`src/rtl/frame_csr_pkg.sv`:
```
`timescale 1ns/1ps
package frame_csr_pkg;

  localparam int unsigned OFF_CTRL = 32'h00;
  localparam int unsigned OFF_GIE  = 32'h04;
  localparam int unsigned OFF_IER  = 32'h08;
  localparam int unsigned OFF_ISR  = 32'h0C;

  localparam int unsigned BIT_START = 0;
  localparam int unsigned BIT_DONE  = 1;
  localparam int unsigned BIT_IDLE  = 2;
  localparam int unsigned BIT_READY = 3;
  localparam int unsigned BIT_AUTO  = 7;

  localparam int unsigned NUM_AUX = 3;

  typedef enum logic [2:0] {
    SEL_NONE,
    SEL_CTRL,
    SEL_GIE,
    SEL_IER,
    SEL_ISR
  } csr_sel_e;

  function automatic int unsigned aux_width(input int unsigned idx);
    return (idx == 0) ? 1 : 2;
  endfunction

  function automatic csr_sel_e aux_sel(input int unsigned idx);
    case (idx)
      0:       return SEL_GIE;
      1:       return SEL_IER;
      default: return SEL_ISR;
    endcase
  endfunction

endpackage

```
`src/rtl/frame_csr_decode.sv`:
```
`timescale 1ns/1ps
module frame_csr_decode
  import frame_csr_pkg::*;
#(
  parameter int unsigned ADDR_W = 8
) (
  input  logic [ADDR_W-1:0] addr,
  output csr_sel_e          sel
);

  always_comb begin
    if (addr == ADDR_W'(OFF_CTRL))      sel = SEL_CTRL;
    else if (addr == ADDR_W'(OFF_GIE))  sel = SEL_GIE;
    else if (addr == ADDR_W'(OFF_IER))  sel = SEL_IER;
    else if (addr == ADDR_W'(OFF_ISR))  sel = SEL_ISR;
    else                                sel = SEL_NONE;
  end

endmodule

```
`src/rtl/frame_csr_auxreg.sv`:
```
`timescale 1ns/1ps
module frame_csr_auxreg #(
  parameter int unsigned W = 1
) (
  input  logic         clk,
  input  logic         rst_n,
  input  logic         wr_en,
  input  logic [W-1:0] wdata,
  output logic [W-1:0] q
);

  logic [W-1:0] q_d;
  logic [W-1:0] q_r;

  always_comb begin
    q_d = wr_en ? wdata : q_r;
  end

  always_ff @(posedge clk or negedge rst_n) begin
    if (!rst_n) begin
      q_r <= '0;
    end else if (wr_en) begin
      q_r <= q_d;
    end
  end

  assign q = q_r;

endmodule

```
`src/rtl/frame_csr_launch.sv`:
```
`timescale 1ns/1ps
module frame_csr_launch (
  input  logic clk,
  input  logic rst_n,
  input  logic ctrl_wr,
  input  logic wr_start,
  input  logic wr_auto,
  input  logic eng_ready,
  output logic start_o,
  output logic auto_o
);

  logic start_q, start_d;
  logic auto_q, auto_d;
  logic set_req;
  logic handshake;
  logic upd_en;

  assign set_req   = ctrl_wr & wr_start;
  assign handshake = start_q & eng_ready;
  assign upd_en    = ctrl_wr | handshake;

  always_comb begin
    auto_d = ctrl_wr ? wr_auto : auto_q;
    if (set_req)        start_d = 1'b1;
    else if (handshake) start_d = auto_q;
    else                start_d = start_q;
  end

  always_ff @(posedge clk or negedge rst_n) begin
    if (!rst_n) begin
      start_q <= 1'b0;
      auto_q  <= 1'b0;
    end else if (upd_en) begin
      start_q <= start_d;
      auto_q  <= auto_d;
    end
  end

  assign start_o = start_q;
  assign auto_o  = auto_q;

  p_set_start_r2: assert property (@(posedge clk) disable iff (!rst_n)
    set_req |=> start_q);

  p_ready_drops_r3: assert property (@(posedge clk) disable iff (!rst_n)
    (start_q && eng_ready && !auto_q && !set_req) |=> !start_q);

  p_auto_holds_r4: assert property (@(posedge clk) disable iff (!rst_n)
    (start_q && eng_ready && auto_q) |=> start_q);

  p_write_wins_r12: assert property (@(posedge clk) disable iff (!rst_n)
    (set_req && eng_ready) |=> start_q);

  p_idle_stable_r2: assert property (@(posedge clk) disable iff (!rst_n)
    (!ctrl_wr && !eng_ready) |=> $stable(start_q));

endmodule

```
`src/rtl/frame_csr_done.sv`:
```
`timescale 1ns/1ps
module frame_csr_done (
  input  logic clk,
  input  logic rst_n,
  input  logic eng_done,
  input  logic clr,
  output logic done_o
);

  logic done_q, done_d;
  logic upd_en;

  assign upd_en = eng_done | clr;

  always_comb begin
    if (eng_done)  done_d = 1'b1;
    else if (clr)  done_d = 1'b0;
    else           done_d = done_q;
  end

  always_ff @(posedge clk or negedge rst_n) begin
    if (!rst_n) begin
      done_q <= 1'b0;
    end else if (upd_en) begin
      done_q <= done_d;
    end
  end

  assign done_o = done_q;

  p_done_sets_r5: assert property (@(posedge clk) disable iff (!rst_n)
    eng_done |=> done_q);

  p_read_clears_r6: assert property (@(posedge clk) disable iff (!rst_n)
    (clr && !eng_done) |=> !done_q);

  p_set_beats_clear_r7: assert property (@(posedge clk) disable iff (!rst_n)
    (clr && eng_done) |=> done_q);

  p_sticky_r5: assert property (@(posedge clk) disable iff (!rst_n)
    (done_q && !clr) |=> done_q);

endmodule

```
`src/rtl/frame_ctrl_csr.sv`:
```
`timescale 1ns/1ps
module frame_ctrl_csr
  import frame_csr_pkg::*;
#(
  parameter int unsigned ADDR_W = 8,
  parameter int unsigned DATA_W = 32
) (
  input  logic              clk,
  input  logic              rst_n,
  input  logic              bus_wr_en,
  input  logic              bus_rd_en,
  input  logic [ADDR_W-1:0] bus_addr,
  input  logic [DATA_W-1:0] bus_wdata,
  output logic [DATA_W-1:0] bus_rdata,
  output logic              eng_start,
  input  logic              eng_done,
  input  logic              eng_idle,
  input  logic              eng_ready
);

  // reset: asserted asynchronously, released on the clock
  logic rst_meta_q;
  logic rst_sync_n;

  always_ff @(posedge clk or negedge rst_n) begin
    if (!rst_n) begin
      rst_meta_q <= 1'b0;
      rst_sync_n <= 1'b0;
    end else begin
      rst_meta_q <= 1'b1;
      rst_sync_n <= rst_meta_q;
    end
  end

  // address decode
  csr_sel_e sel;

  frame_csr_decode #(.ADDR_W(ADDR_W)) u_decode (
    .addr (bus_addr),
    .sel  (sel)
  );

  logic ctrl_wr;
  logic ctrl_rd;

  assign ctrl_wr = bus_wr_en & (sel == SEL_CTRL);
  assign ctrl_rd = bus_rd_en & (sel == SEL_CTRL);

  // launch control
  logic start_flag;
  logic auto_flag;

  frame_csr_launch u_launch (
    .clk       (clk),
    .rst_n     (rst_sync_n),
    .ctrl_wr   (ctrl_wr),
    .wr_start  (bus_wdata[BIT_START]),
    .wr_auto   (bus_wdata[BIT_AUTO]),
    .eng_ready (eng_ready),
    .start_o   (start_flag),
    .auto_o    (auto_flag)
  );

  assign eng_start = start_flag;

  // sticky completion flag
  logic done_flag;

  frame_csr_done u_done (
    .clk      (clk),
    .rst_n    (rst_sync_n),
    .eng_done (eng_done),
    .clr      (ctrl_rd),
    .done_o   (done_flag)
  );

  // storage-only words
  logic [DATA_W-1:0] aux_word [NUM_AUX];

  for (genvar gi = 0; gi < NUM_AUX; gi++) begin : g_aux
    localparam int unsigned W = aux_width(gi);
    logic         wr;
    logic [W-1:0] q;

    assign wr = bus_wr_en & (sel == aux_sel(gi));

    frame_csr_auxreg #(.W(W)) u_reg (
      .clk   (clk),
      .rst_n (rst_sync_n),
      .wr_en (wr),
      .wdata (bus_wdata[W-1:0]),
      .q     (q)
    );

    assign aux_word[gi] = {{(DATA_W-W){1'b0}}, q};
  end

  logic unused_wdata;
  assign unused_wdata = ^{bus_wdata[DATA_W-1:BIT_AUTO+1], bus_wdata[BIT_AUTO-1:BIT_START+2]};

  // read path
  logic [DATA_W-1:0] ctrl_word;
  logic [DATA_W-1:0] rd_mux;
  logic [DATA_W-1:0] rdata_q, rdata_d;

  always_comb begin
    ctrl_word            = '0;
    ctrl_word[BIT_START] = start_flag;
    ctrl_word[BIT_DONE]  = done_flag;
    ctrl_word[BIT_IDLE]  = eng_idle;
    ctrl_word[BIT_READY] = eng_ready;
    ctrl_word[BIT_AUTO]  = auto_flag;
  end

  always_comb begin
    case (sel)
      SEL_CTRL: rd_mux = ctrl_word;
      SEL_GIE:  rd_mux = aux_word[0];
      SEL_IER:  rd_mux = aux_word[1];
      SEL_ISR:  rd_mux = aux_word[2];
      default:  rd_mux = '0;
    endcase
    rdata_d = bus_rd_en ? rd_mux : rdata_q;
  end

  always_ff @(posedge clk or negedge rst_sync_n) begin
    if (!rst_sync_n) begin
      rdata_q <= '0;
    end else if (bus_rd_en) begin
      rdata_q <= rdata_d;
    end
  end

  assign bus_rdata = rdata_q;

  p_unmapped_zero_r10: assert property (@(posedge clk) disable iff (!rst_sync_n)
    (bus_rd_en && sel == SEL_NONE) |=> (bus_rdata == '0));

  p_rdata_hold_r11: assert property (@(posedge clk) disable iff (!rst_sync_n)
    !bus_rd_en |=> $stable(bus_rdata));

  p_live_idle_r8: assert property (@(posedge clk) disable iff (!rst_sync_n)
    ctrl_rd |=> (bus_rdata[BIT_IDLE] == $past(eng_idle)));

  p_gie_reserved_r9: assert property (@(posedge clk) disable iff (!rst_sync_n)
    (bus_rd_en && sel == SEL_GIE) |=> (bus_rdata[DATA_W-1:1] == '0));

endmodule

```
`config.mk`:
```
export PLATFORM = sky130hd
export DESIGN_NAME = frame_ctrl_csr
export DESIGN_NICKNAME = d
export VERILOG_FILES = /design/src/rtl/frame_csr_pkg.sv /design/src/rtl/frame_csr_decode.sv /design/src/rtl/frame_csr_auxreg.sv /design/src/rtl/frame_csr_launch.sv /design/src/rtl/frame_csr_done.sv /design/src/rtl/frame_ctrl_csr.sv
export SDC_FILE = /design/constraint.sdc
export NUM_CORES = 1
export LEC_CHECK = 0
export BUFFER_PORTS_ARGS = -buffer_cell sky130_fd_sc_hd__buf_2
export CORE_ASPECT_RATIO = 0.9
export CORE_MARGIN = 3
export CORE_UTILIZATION = 35
export CTS_CLUSTER_DIAMETER = 60
export CTS_CLUSTER_SIZE = 8
export DETAILED_ROUTE_END_ITERATION = 8
export PLACE_DENSITY_LB_ADDON = 0.1
export SLEW_MARGIN = 10
export SYNTH_ARGS = -nofsm -noshare
export SYNTH_HDL_FRONTEND = slang
export SYNTH_SLANG_ARGS = --single-unit
```
`constraint.sdc`:
```
create_clock -name clk -period 0.85 [get_ports clk]
set_input_delay 0.0425 -clock clk [delete_from_list [all_inputs] [get_ports clk]]
set_output_delay 0.0425 -clock clk [all_outputs]
set_load 0.005 [all_outputs]
```
# Yosys cells after proc, flatten, opt, wreduce, memory -nomap -nowiden
# Cells that the tools add are included.
[classes]
eq_ne = 7
mux = 9
n_bitwise = 9
n_reduce_logical = 6
[ops]
columns = ["operator", "n"]
rows = [
  ["$pmux W8 S4", 1],
  ["$eq A8 B4 Y1 const B", 2],
  ["$mux W3", 4],
  ["$eq A8 B3 Y1 const B", 1],
  ["$logic_not A8 Y1", 1],
  ["$and A1 B1 Y1", 7],
  ["$eq A3 B2 Y1 const B", 2],
  ["$reduce_and A2 Y1", 3],
  ["$mux W1", 4],
  ["$reduce_bool A2 Y1", 2],
  ["$eq A3 B1 Y1 const B", 1],
  ["$eq A3 B3 Y1 const B", 1],
  ["$or A1 B1 Y1", 2],
]
[word_totals]
register_bits = 42
wordCells = 40

# Longest topological paths before layout
[logic_depth]
word_depth = 10
ltp_mapped = 4
ltp_nobuf = 3

# Cells and area by module
# Synthesis repeated with hierarchy kept, for this count alone.
[hier_totals]
hier_cells = 87
hier_area_um2 = 893.4
[modules_own_cells]
columns = ["mod", "instances", "cells_each", "area_per_inst_um2", "seq_area_each_um2"]
rows = [
  ["frame_ctrl_csr", 1, 63, 549.3, 175.2],
  ["frame_csr_auxreg (g_aux[1].u_reg ...)", 2, 4, 72.6, 50.0],
  ["frame_csr_launch", 1, 5, 80.1, 50.0],
  ["frame_csr_decode", 1, 6, 42.5, 0.0],
  ["frame_csr_auxreg (g_aux[0].u_reg)", 1, 2, 40.0, 25.0],
  ["frame_csr_done", 1, 3, 36.3, 25.0],
]

# Worst setup path before layout
# OpenSTA, ideal clock, no wires.
[synth_path]
path_type = "input -> register"
start = "input bus_addr[5]"
end = "register g_aux[0].u_reg.q_r"
setup_ns = 0.128
t_arrival_ns = 1.177
slack_ns = -0.454
stages = 3
path_buffers = 0
cell_sequence = "or4_4 > nor4_2 > mux2_1"
[synth_via]
elab_chain_cells = 7
[synth_rtl]
columns = ["element", "line", "text"]
rows = [
  ["start, declared", "frame_ctrl_csr.sv:12", "input logic [ADDR_W-1:0] bus_addr,"],
  ["$eq A8 B4 Y1", "frame_csr_decode.sv:15", "else if (addr == ADDR_W'(OFF_ISR)) sel = SEL_ISR;"],
  ["$mux W3", "frame_csr_decode.sv:15", ""],
  ["$mux W3", "frame_csr_decode.sv:14", "else if (addr == ADDR_W'(OFF_IER)) sel = SEL_IER;"],
  ["$mux W3", "frame_csr_decode.sv:13", "else if (addr == ADDR_W'(OFF_GIE)) sel = SEL_GIE;"],
  ["$mux W3 *", "frame_csr_decode.sv:12", "if (addr == ADDR_W'(OFF_CTRL)) sel = SEL_CTRL;"],
  ["$eq A3 B2 Y1 *", "frame_ctrl_csr.sv:85", "assign wr = bus_wr_en & (sel == aux_sel(gi));"],
  ["$and A1 B1 Y1 *", "frame_ctrl_csr.sv:85", ""],
  ["end signal, assigned", "frame_csr_auxreg.sv:23", "q_r <= q_d;"],
  ["end, declared", "frame_csr_auxreg.sv:13", "logic [W-1:0] q_r;"],
]
# Every way passes the cells marked *; elsewhere a longest branch is shown, timed or not.
# A chain may end at the register's enable or synchronous reset.

# Final worst setup path
# Ends and elaborated chain as after synthesis.

==> flow_summary.yaml <==
clock_network:
  clkTransAtPathRegs_ps: 90
  clk_latency_ps: 280
  cts.sinks: 15
  clock-root-buffer: "clkbuf_4"
  htreeDepth: 1
  clock_path_buffers: 2
  cts_tree: "done"
  cts_inserted_buffers: 3
global_routing:
  grt_use_met3_pct: 5.28
  first_global_vias: 654
  met2_usage_pct: 21.1
  grt_pass1_wl_mm: 2.86
  grt_max_degree: 12
  track_usage_pct: 12.4
  gr-total-overflow: 0
  busiest_layer: "met2"
  grtUsageMet1_pct: 14.5
  antenna_found_initial: 0
yosys:
  syn_area_per_cell_um2: 9.98
  syn_inst: 90
  synth.yosys.seq_area_share_pct: 41.8
  synth_warnings: 0
  ys_ff_latch: 15
  syn_area_um2: 898
  synthDistinctLibCells: 22
pwr:
  ir_drop_mv: 0.938
  leakage_nw: 0.648
  p_per_area_nw_per_um2: 1130
drt:
  wl_per_cell_um: 11.1
  first_iter_violations: 9
  antenna_left: 0
  routed_wl_mm: 1.80
  drc: 0
  viasPerCell: 4.21
  dr.pass1.iters: 4
  vias: 687
timing:
  clock_skew_ps: 2.97
  rsz0062_at_grt: "true"
  hold_violations: 0
  setup_viol: 8
  setup_tns_ps: -1670
  clock.fmax_mhz: 861
  period_share_pct: 137
  final_max_slew_viol_count: 0
  fin_crit_ps: 1160
  finalWorstSetupSlack_ps: -312
critical_path:
  cp_slowest_cell: "or4_4"
  worstSetupPathDepth: 4
  critical-path-top-delay-family: "simple AND/OR/NAND/NOR gates"
  startpoint_type: "input port"
  endpoint_kind: "flop"
  worstPathRequired_ps: 1020
  ff2ff_path_depth: 3
  critPathMaxFanout: 3
  crit_buf_inv: 1
  critPathMaxStageDelay_ps: 580
  path_cells: "buf_6 > or4_4 > nor4_4 > mux2_1"
  worstSetupPathType: "in -> reg"
  cp.arrival_ps: 1330
floorplanning:
  coreArea_um2: 2300
  rows: 16
  dieArea_um2: 3210
  die_h_um: 54.1
  num_io_pins: 80
  dieWidth_um: 59.4
  initial_utilization_pct: 39.0
final_layout:
  final_common_cell: "conb_1"
  final_cell_mix: "28 x conb_1, 20 x buf_2, 15 x dfrtp_1, 15 x buf_4, 7 x inv_1"
  nFillCells: 217
  drive_gt1_share_pct: 41.9
  antenna_cells: 0
  area_growth_pct: 38.2
  final_nets: 184
  finalNonFillerCells: 163
status:
  violations: "negative setup slack"
  status: "finished, violations left"
placement:
  port_buffers: 23
  dp.cells: 151
  gp_congestion: 0.785
  place_hpwl_mm: 1.47
job:
  maxCapViolCount: 0
worst_hold_path:
  hold_depth: 3
  hold_path_class: "in -> reg"
stage by stage:
step                worst slack [ps]  util [%]  instance area (um2)  hold WS, ps  power [mW]
finish                          -312      53.9                 1240         25.4        1.40
global route                    -350      53.9                 1240         21.2        1.51
CTS                             -292      52.1                 1200         23.1        1.41
detailed placement              -619      46.5                 1070         -170       0.966
global placement                -581      46.5                 1070         -171       0.963
floorplan                       -454         -                 1030         -253       0.936
Yosys cell counts:
library cell | instances | area (um2)
conb_1 | 2 | 7.51
dfrtp_1 | 15 | 375
nor4_2 | 1 | 12.5
or2_2 | 1 | 6.26
nor4_1 | 2 | 12.5
nand4_1 | 1 | 6.26
nor3_2 | 2 | 20.0
mux4_2 | 1 | 22.5
nand3_1 | 4 | 20.0
buf_4 | 27 | 203
mux2_2 | 1 | 11.3
mux2_1 | 6 | 67.6
o22ai_1 | 4 | 25.0
nand3b_1 | 1 | 7.51
nand2_1 | 5 | 18.8
o21ai_0 | 3 | 15.0
inv_1 | 7 | 26.3
or4_4 | 1 | 11.3
nor2_1 | 2 | 7.51
clkbuf_1 | 2 | 7.51
a22oi_1 | 1 | 7.51
a21o_1 | 1 | 7.51
area by class of cell:
class / count / area, um2 / area share, %
Sequential cell: 15 / 375 / 30.2
Timing Repair Buffer: 45 / 319 / 25.7
Multi-Input combinational cell: 65 / 460 / 37.1
Tap cell: 27 / 33.8 / 2.72
Inverter: 7 / 26.3 / 2.12
Clock buffer: 4 / 26.3 / 2.12
worst register-to-register path, cell delays in order (launching register included):
cell	delay, ps
dfrtp_1	390
mux4_2	460
nand4_1	100
o21ai_1	70
registers in the layout, indices dropped and copies added (netlist names):
signal and cells:
rst_meta_q 1, u_launch.auto_o 1, u_launch.start_o 1, g_aux.u_reg.q 5, bus_rdata 5, rst_sync_n 1, u_done.done_o 1
worst paths after layout:
check / from / endpoint / slack, ps
min in group asynchronous: rst_n / rst_sync_n / 90
max reg2reg: g_aux[0].u_reg.q / bus_rdata[0] / -280
min reg2reg: rst_sync_n / g_aux[0].u_reg.q / 160
min: eng_ready / bus_rdata[3] / 30
max: bus_addr[5] / g_aux[0].u_reg.q / -310
max in group asynchronous: rst_sync_n / u_launch.start_o / 550
power breakdown:
part	leakage (nW)	switching, mW	internal (mW)
sequential	0.199	0.00914	0.732
clock	0.0150	0.216	0.182
combinational	0.434	0.133	0.130
timing repair:
| item | CTS | global route |
|---|---|---|
| hold buffers | 5 | 0 |
| endpoints found under the hold margin | 7 | 0 |
| pin swaps | 2 | 4 |
| gates resized for setup | 8 | 6 |
| setup buffers | 2 | 2 |
| endpoints found under the setup margin | 11 | 17 |
metal layers:
layer	up-vias	share of wire, %
met2	34	52
met4	0	1.0
met3	4	8.6
met1	308	39
li1	341	-
met5	-	0
logic make-up (layout without fill, tap and decap cells):
logic type             after synthesis  in the layout  synth area share, %
buffers and inverters               36             56                 26.3
AND/OR/NAND/NOR                     20             20                 13.7
multiplexers                         8              8                 11.3
flip-flops                          15             15                 41.8
other                                2             28                0.836
AO/OA/AOI/OAI                        9              9                 6.13
(Power assumes the default switching activity.)
